## config.mk

```make
export PLATFORM = sky130hd
export DESIGN_NAME = sv32_walker
export DESIGN_NICKNAME = d
export VERILOG_FILES = /design/src/rtl/sv32_ptw_pkg.sv /design/src/rtl/ptw_pte_judge.sv /design/src/rtl/ptw_addr_gen.sv /design/src/rtl/sv32_walker.sv
export SDC_FILE = /design/constraint.sdc
export NUM_CORES = 1
export LEC_CHECK = 0
export BUFFER_PORTS_ARGS = -buffer_cell sky130_fd_sc_hd__clkbuf_2
export CELL_PAD_IN_SITES_DETAIL_PLACEMENT = 1
export CELL_PAD_IN_SITES_GLOBAL_PLACEMENT = 1
export CORE_UTILIZATION = 39
export CTS_CLUSTER_DIAMETER = 120
export DETAILED_ROUTE_END_ITERATION = 10
export PLACE_DENSITY = 0.93
export SKIP_CTS_REPAIR_TIMING = 1
export SLEW_MARGIN = 20
export SYNTH_ARGS = -nofsm -noshare
export SYNTH_HDL_FRONTEND = slang
export SYNTH_HIERARCHICAL = 1
export SYNTH_SLANG_ARGS = --single-unit
export TNS_END_PERCENT = 20
```

## constraint.sdc

```tcl
create_clock -name clk -period 4.32 [get_ports clk]
set_input_delay 0.216 -clock clk [delete_from_list [all_inputs] [get_ports clk]]
set_output_delay 0.216 -clock clk [all_outputs]
set_load 0.02 [all_outputs]
```

## src/rtl/sv32_ptw_pkg.sv

```systemverilog
package sv32_ptw_pkg;

    localparam int VA_W    = 32;
    localparam int PPN_W   = 22;
    localparam int VPN_W   = 10;
    localparam int OFF_W   = 12;
    localparam int PA_W    = PPN_W + OFF_W;
    localparam int MEGA_W  = OFF_W + VPN_W;
    localparam int CAUSE_W = 5;

    localparam logic [CAUSE_W-1:0] CAUSE_LD_PF = 5'd13;
    localparam logic [CAUSE_W-1:0] CAUSE_ST_PF = 5'd15;

    typedef enum logic [1:0] {
        ACC_LOAD  = 2'd0,
        ACC_STORE = 2'd1,
        ACC_AMO   = 2'd2
    } acc_e;

    typedef struct packed {
        logic [PPN_W-1:0] ppn;
        logic [1:0]       rsw;
        logic             d;
        logic             a;
        logic             g;
        logic             u;
        logic             x;
        logic             w;
        logic             r;
        logic             v;
    } pte_t;

    typedef struct packed {
        logic fault;
        logic descend;
        logic update;
        pte_t new_pte;
    } verdict_t;

    typedef enum logic [3:0] {
        ST_IDLE,
        ST_L1_REQ,
        ST_L1_WAIT,
        ST_L0_REQ,
        ST_L0_WAIT,
        ST_AD1_REQ,
        ST_AD1_WAIT,
        ST_AD0_REQ,
        ST_AD0_WAIT,
        ST_DONE
    } walk_st_e;

    function automatic logic acc_writes(acc_e a);
        return a != ACC_LOAD;
    endfunction

endpackage

```

## src/rtl/ptw_pte_judge.sv

```systemverilog
module ptw_pte_judge
    import sv32_ptw_pkg::*;
(
    input  pte_t     pte,
    input  logic     level,
    input  acc_e     acc,
    input  logic     user,
    output verdict_t verdict
);
    logic bad_enc, is_leaf, wr, perm_ok, priv_ok, misaligned;

    always_comb begin
        bad_enc    = !pte.v || (pte.w && !pte.r);
        is_leaf    = pte.r || pte.x;
        wr         = acc_writes(acc);
        priv_ok    = user ? pte.u : !pte.u;
        misaligned = level && (pte.ppn[VPN_W-1:0] != '0);
        case (acc)
            ACC_LOAD:  perm_ok = pte.r;
            ACC_STORE: perm_ok = pte.w;
            default:   perm_ok = pte.r && pte.w;
        endcase

        verdict           = '0;
        verdict.new_pte   = pte;
        verdict.new_pte.a = 1'b1;
        if (wr)
            verdict.new_pte.d = 1'b1;

        if (bad_enc) begin
            verdict.fault = 1'b1;
        end else if (!is_leaf) begin
            if (level) verdict.descend = 1'b1;
            else       verdict.fault   = 1'b1;
        end else if (misaligned || !perm_ok || !priv_ok) begin
            verdict.fault = 1'b1;
        end else begin
            verdict.update = !pte.a || (wr && !pte.d);
        end
    end
endmodule

```

## src/rtl/ptw_addr_gen.sv

```systemverilog
module ptw_addr_gen
    import sv32_ptw_pkg::*;
(
    input  logic [PPN_W-1:0]  base_ppn,
    input  logic [VPN_W-1:0]  vpn,
    input  logic [PPN_W-1:0]  leaf_ppn,
    input  logic [MEGA_W-1:0] va_low,
    input  logic              mega,
    output logic [PA_W-1:0]   pte_addr,
    output logic [PA_W-1:0]   leaf_paddr
);
    assign pte_addr   = {base_ppn, vpn, 2'b00};
    assign leaf_paddr = mega ? {leaf_ppn[PPN_W-1:VPN_W], va_low}
                             : {leaf_ppn, va_low[OFF_W-1:0]};
endmodule

```

## src/rtl/sv32_walker.sv

```systemverilog
module sv32_walker
    import sv32_ptw_pkg::*;
(
    input  logic                 clk,
    input  logic                 rst,
    input  logic                 req_valid,
    output logic                 req_ready,
    input  logic [VA_W-1:0]      req_vaddr,
    input  logic [1:0]           req_acc,
    input  logic                 req_user,
    input  logic                 satp_mode,
    input  logic [PPN_W-1:0]     satp_ppn,
    output logic                 mem_req_valid,
    input  logic                 mem_req_ready,
    output logic                 mem_req_we,
    output logic [PA_W-1:0]      mem_req_addr,
    output logic [VA_W-1:0]      mem_req_wdata,
    input  logic                 mem_rsp_valid,
    input  logic [VA_W-1:0]      mem_rsp_rdata,
    output logic                 done_valid,
    output logic                 done_fault,
    output logic [CAUSE_W-1:0]   done_cause,
    output logic [PA_W-1:0]      done_paddr,
    output logic [VA_W-1:0]      done_tval
);
    walk_st_e          state;
    logic [VA_W-1:0]   va_q;
    acc_e              acc_q;
    logic              user_q;
    logic [PA_W-1:0]   pte_addr_q;
    pte_t              pte_q;
    logic              res_fault;
    logic [PA_W-1:0]   res_paddr;

    pte_t              rsp_pte;
    verdict_t          verdict;
    logic              cur_lvl;
    logic [PPN_W-1:0]  base_ppn;
    logic [VPN_W-1:0]  vpn_sel;
    logic [PA_W-1:0]   next_pte_addr;
    logic [PA_W-1:0]   leaf_pa;
    logic              in_wait;

    assign rsp_pte  = pte_t'(mem_rsp_rdata);
    assign cur_lvl  = (state == ST_L1_WAIT);
    assign in_wait  = (state == ST_L1_WAIT) || (state == ST_L0_WAIT);
    assign base_ppn = (state == ST_IDLE) ? satp_ppn : rsp_pte.ppn;
    assign vpn_sel  = (state == ST_IDLE) ? req_vaddr[VA_W-1:MEGA_W]
                                         : va_q[MEGA_W-1:OFF_W];

    ptw_pte_judge u_judge (
        .pte     (rsp_pte),
        .level   (cur_lvl),
        .acc     (acc_q),
        .user    (user_q),
        .verdict (verdict)
    );

    ptw_addr_gen u_addr (
        .base_ppn   (base_ppn),
        .vpn        (vpn_sel),
        .leaf_ppn   (rsp_pte.ppn),
        .va_low     (va_q[MEGA_W-1:0]),
        .mega       (cur_lvl),
        .pte_addr   (next_pte_addr),
        .leaf_paddr (leaf_pa)
    );

    always_ff @(posedge clk) begin
        if (rst) begin
            state      <= ST_IDLE;
            va_q       <= '0;
            acc_q      <= ACC_LOAD;
            user_q     <= 1'b0;
            pte_addr_q <= '0;
            pte_q      <= '0;
            res_fault  <= 1'b0;
            res_paddr  <= '0;
        end else begin
            case (state)
                ST_IDLE: if (req_valid) begin
                    va_q       <= req_vaddr;
                    acc_q      <= acc_e'(req_acc);
                    user_q     <= req_user;
                    pte_addr_q <= next_pte_addr;
                    res_fault  <= 1'b0;
                    if (satp_mode) begin
                        state <= ST_L1_REQ;
                    end else begin
                        res_paddr <= {{(PA_W-VA_W){1'b0}}, req_vaddr};
                        state     <= ST_DONE;
                    end
                end
                ST_L1_REQ:  if (mem_req_ready) state <= ST_L1_WAIT;
                ST_L0_REQ:  if (mem_req_ready) state <= ST_L0_WAIT;
                ST_AD1_REQ: if (mem_req_ready) state <= ST_AD1_WAIT;
                ST_AD0_REQ: if (mem_req_ready) state <= ST_AD0_WAIT;
                ST_L1_WAIT, ST_L0_WAIT: if (mem_rsp_valid) begin
                    res_paddr <= leaf_pa;
                    pte_q     <= verdict.new_pte;
                    if (verdict.fault) begin
                        res_fault <= 1'b1;
                        state     <= ST_DONE;
                    end else if (verdict.descend) begin
                        pte_addr_q <= next_pte_addr;
                        state      <= ST_L0_REQ;
                    end else if (verdict.update) begin
                        state <= cur_lvl ? ST_AD1_REQ : ST_AD0_REQ;
                    end else begin
                        state <= ST_DONE;
                    end
                end
                ST_AD1_WAIT, ST_AD0_WAIT: if (mem_rsp_valid) state <= ST_DONE;
                default: state <= ST_IDLE;
            endcase
        end
    end

    assign req_ready     = (state == ST_IDLE);
    assign mem_req_valid = (state == ST_L1_REQ) || (state == ST_L0_REQ) ||
                           (state == ST_AD1_REQ) || (state == ST_AD0_REQ);
    assign mem_req_we    = (state == ST_AD1_REQ) || (state == ST_AD0_REQ);
    assign mem_req_addr  = pte_addr_q;
    assign mem_req_wdata = pte_q;
    assign done_valid    = (state == ST_DONE);
    assign done_fault    = res_fault;
    assign done_cause    = !res_fault ? '0 :
                           (acc_writes(acc_q) ? CAUSE_ST_PF : CAUSE_LD_PF);
    assign done_paddr    = res_fault ? '0 : res_paddr;
    assign done_tval     = va_q;

    // Observation state for the properties below
    logic            wb_open;
    logic [PA_W-1:0] last_rd_addr;
    logic            unused_wait;

    assign unused_wait = in_wait;

    always_ff @(posedge clk) begin
        if (rst) begin
            wb_open      <= 1'b0;
            last_rd_addr <= '0;
        end else begin
            if (mem_req_valid && mem_req_ready && mem_req_we) wb_open <= 1'b1;
            else if (mem_rsp_valid)                           wb_open <= 1'b0;
            if (mem_req_valid && mem_req_ready && !mem_req_we)
                last_rd_addr <= mem_req_addr;
        end
    end

    AST_DONE_AFTER_WB: assert property (@(posedge clk) disable iff (rst)
        done_valid |-> !wb_open);
    AST_DONE_PULSE: assert property (@(posedge clk) disable iff (rst)
        done_valid |=> !done_valid);
    AST_WB_SAME_ADDR: assert property (@(posedge clk) disable iff (rst)
        (mem_req_valid && mem_req_we) |-> mem_req_addr == last_rd_addr);
    AST_WB_SETS_A: assert property (@(posedge clk) disable iff (rst)
        (mem_req_valid && mem_req_we) |-> mem_req_wdata[6]);
    AST_FAULT_CAUSE: assert property (@(posedge clk) disable iff (rst)
        (done_valid && done_fault) |->
            (done_cause == CAUSE_LD_PF || done_cause == CAUSE_ST_PF));
    AST_REQ_HOLD: assert property (@(posedge clk) disable iff (rst)
        (mem_req_valid && !mem_req_ready) |=>
            (mem_req_valid && $stable(mem_req_addr) && $stable(mem_req_we)));
endmodule

```

Word-level counts from Yosys, hierarchy flattened
Cells that the tools add are included.

Flip-flop bits (word level): 140. Bits of input ports: 95. Output and inout port bits: 142. Word-level logic and storage cells: 115.

Equality and inequality tests: 21. Multiplexer cells: 44. Reductions and logical operators: 33.

Operators with widths (count): $mux W34 (8); $pmux W34 S2 (2); $mux W4 (12); $mux W22 (2); $pmux W4 S7 (1); $ne A2 B2 Y1 const B (9); $eq A4 B3 Y1 const B (4); $mux W1 (13); $mux W10 (1); $reduce_bool A10 Y1 (1); $logic_or A1 B1 Y1 (9); $eq A4 B2 Y1 const B (2); $eq A4 B4 Y1 const B (2); $reduce_and A4 Y1 (2); $logic_not A1 Y1 (7); $reduce_and A7 Y1 (1); $mux W2 (3); $reduce_and A5 Y1 (1); $eq A4 B1 Y1 const B (1); $logic_and A1 B1 Y1 (4); $logic_not A4 Y1 (1); $ne A2 B1 Y1 const B (2); $pmux W1 S2 (2); $reduce_and A2 Y1 (2); 4 further kinds (6).

Depth between registers and ports, before layout
Depth in word-level cells: 13. Gate-level depth with buffers: 11. Depth with buffers taken out: 9.

Cells and area by module
The synthesis kept the hierarchy.

By module, submodules not included: sv32_walker (instances 1, cells an instance 768, area each 6211.0 um^2); ptw_addr_gen (instances 1, cells an instance 70, area each 600.6 um^2); ptw_pte_judge (instances 1, cells an instance 46, area each 349.1 um^2).

Worst setup path before layout
No wires, ideal clock.

Kind: register -> register. Start: register state[2]. End: register pte_addr_q[0] (netlist: mem_req_addr[0]). Setup time: 120 ps. Arrival time: 2166 ps. Required time: 4200 ps. Path slack: 2034 ps. Cell stages (with the launch flop): 12. Cells stage by stage: dfxtp_1 > buf_4 > nand2b_1 > nor3_1 > inv_1 > nor4_2 > o21ba_1 > inv_1 > a31oi_1 > buf_2 > buf_6 > mux2i_1.

RTL lines: start, declared (line sv32_walker.sv:26) `walk_st_e state;`; start signal, assigned (line sv32_walker.sv:108) `state <= cur_lvl ? ST_AD1_REQ : ST_AD0_REQ;`; end signal, assigned (line sv32_walker.sv:85) `pte_addr_q <= next_pte_addr;`; end signal, assigned (line sv32_walker.sv:105) `pte_addr_q <= next_pte_addr;`; end, declared (line sv32_walker.sv:30) `logic [PA_W-1:0] pte_addr_q;`.

==> impl_metrics.tcl <==
set metrics [dict create \
    diodes 0 \
    nFillCells 2236 \
    die-area_um2 18900 \
    crit_required_ns 4.64 \
    reg2reg_slack_ns 1.15 \
    cts.sinks 140 \
    antenna_left 0 \
    setup_viol 0 \
    maxSlewViolCount 0 \
    p_leak_uw 0.00379 \
    grt_usage_pct 25.3 \
    clock_skew_ns 0.00719 \
    arrival_ns 3.49 \
    fmax_mhz 316 \
    worst_setup_path_end_kind "register" \
    synth-edff-count 0 \
    finalWorstSetupSlack_ns 1.15 \
    relSlewSlack_pct 31.5 \
    ir_worst_vdd_mv 0.292 \
    yosysWarnings 6 \
    drcViolationCount 0 \
    dp_hpwl_um 16500 \
    grt_pass1_vias 6559 \
    min-delay-path-class "primary input to register" \
    hold_violations 0 \
    path_clk_slew_ns 0.06 \
    fin_setup_tns_ns 0 \
    overflow 0 \
    area_growth_pct 16.8 \
    drt_iter0_drc 362 \
    ys_ff_latch 140 \
    grt_max_degree 72 \
    dieHeight_um 138 \
    layout_commonest_cell "nand2_1" \
    power.density_nw_per_um2 527 \
    layout_common_cells "nand2_1, clkbuf_2, dfxtp_1" \
    rsz0062_at_grt "false" \
    drtPass1Iterations 4 \
    drive_gt1_share_pct 33.2 \
    worst_pin_slew_ns 1.02 \
    switchingPower_uw 1480 \
    finalCritPeriodShare_pct 73.3 \
    grt_pass1_wl_um 35900 \
    ys_async_sr_fraction_pct 0 \
    synth_ff_type "dfxtp_1" \
    pwr-share-seq_pct 35.8 \
    clockBufferDepth 2 \
    status "completed" \
    yosysSeqAreaShare_pct 39.1 \
    place_congestion 0.830 \
    fin_nets 1083 \
    vias 6541 \
    worst_skew_pair.late_latency_ns 0.42 \
    pwr-share-comb_pct 28.1 \
    preCtsSetupSlack_ns 1.30 \
    num_rows 49 \
    cts_tree "done" \
    synthDistinctLibCells 47 \
    critical_path_class "register to register" \
    p_sw_share_pct 33.5 \
    intPower_uw 2930 \
    maxCapViolations 0 \
    synth_area_per_cell_um2 8.10 \
    syn_area_um2 7160 \
    path_max_fanout 34 \
    fin_crit_ns 3.17 \
    core_um2 18000 \
    antenna_found_initial 0 \
    r2r-start "state[1]" \
    ios 237 \
    cts-root-buf "clkbuf_16" \
    initial_core_util_pct 39.9 \
    worst_hold_startpoint "mem_rsp_rdata[9]" \
    drt-total-wl_um 24200 \
    viasPerCell 5.32 \
    cp-start-kind "register" \
    synthCells 884 \
    die-width_um 138 \
    clkPwrFrac_pct 36.1 \
    htree_levels 4 \
    cts_made_buffers 17 \
    wl_per_cell_um 19.6 \
    cp-startpoint "state[1]" \
    portBuffers 235 \
]
worst paths after layout:
| check | end | cells past startpoint |
|---|---|---|
| setup / recovery | mem_req_addr[7] | 10 |
| hold / removal | mem_req_wdata[9] | 3 |
| setup reg to reg | mem_req_addr[7] | 10 |
| hold reg to reg | mem_req_wdata[21] | 2 |
cell usage after synthesis, types with 3 or more instances:
library cell | count | area share (%)
conb_1 | 3 | 0.16
and2_1 | 3 | 0.26
a21oi_1 | 72 | 5.0
dfxtp_1 | 140 | 39
nand3_1 | 3 | 0.21
clkbuf_1 | 39 | 2.0
mux2i_1 | 35 | 4.9
nor3_1 | 36 | 2.5
mux2_4 | 10 | 2.1
a31oi_1 | 3 | 0.26
nand2b_1 | 3 | 0.26
buf_4 | 94 | 9.9
mux2_2 | 32 | 5.0
buf_6 | 4 | 0.63
o21ai_0 | 3 | 0.21
nor2b_1 | 35 | 3.1
a311oi_1 | 32 | 3.9
inv_1 | 3 | 0.16
buf_2 | 21 | 1.5
nor4_2 | 3 | 0.52
nand2_1 | 271 | 14
nor2_1 | 8 | 0.42
kinds of logic (layout without fill, tap and decap cells):
family	after synthesis	count (layout)	share of synthesized area, %
AO/OA/AOI/OAI	127	127	11.3
XOR/XNOR	2	2	0.350
buffers and inverters	162	278	14.2
flip-flops	140	140	39.1
multiplexers	77	77	12.0
other	3	4	0.157
AND/OR/NAND/NOR	373	373	22.8
final cells by class:
cell class                      instances  area, um2  share of cell area (%)
Tap cell                              229        287                    3.43
Timing Repair Buffer                  242       1230                    14.7
Clock buffer                           22        474                    5.67
Sequential cell                       140       2800                    33.5
Clock inverter                         10        161                    1.93
Inverter                                4       16.3                   0.195
Multi-Input combinational cell        583       3390                    40.5
power by group through the flow:
| stage | sequential, uW | combinational (uW) | clock [uW] |
|---|---|---|---|
| floorplan | 1680 | 891 | 0 |
| global placement | 1590 | 1200 | 0 |
| detailed placement | 1600 | 1240 | 0 |
| CTS | 1580 | 1240 | 1620 |
| global route | 1600 | 1340 | 1670 |
| finish | 1580 | 1240 | 1590 |
stage by stage:
stage / hold WS [ns] / area [um2] / power [uW] / std cells / util, %
after global routing: 0.0221 / 8360 / 4610 / 1230 / 46.5
final: 0.0283 / 8360 / 4410 / 1230 / 46.5
after global placement: 0.441 / 7720 / 2790 / 1198 / 43.0
after CTS: 0.0103 / 8360 / 4440 / 1230 / 46.5
after detailed placement: 0.451 / 7720 / 2840 / 1198 / 43.0
after floorplan: 0.352 / 7160 / 2570 / 885 / -
sequential cells by signal, indices dropped and copies added (netlist names):
register and flops:
acc_q 2, state 4, mem_req_addr 34, user_q 1, mem_req_wdata 32, done_tval 32, res_paddr 34, done_fault 1
metal layers:
layer  wire length, um  share of wire (%)  GRT usage [%]
met5                 0                  0              0
met4               787                3.3           11.7
met3              1870                7.7           6.48
met2             11400                 47           41.8
met1             10100                 42           30.7
worst max-delay path, cell delays in order, from the launching register on:
cell      delay [ns]
dfxtp_1         0.59
nand2b_1        0.15
nor3_2          0.14
buf_4           0.26
inv_1           0.11
nor4_2          0.62
o21ba_1         0.26
inv_1           0.18
a31oi_4         0.10
buf_4           0.35
mux2i_1         0.30
(Power assumes the default switching activity.)
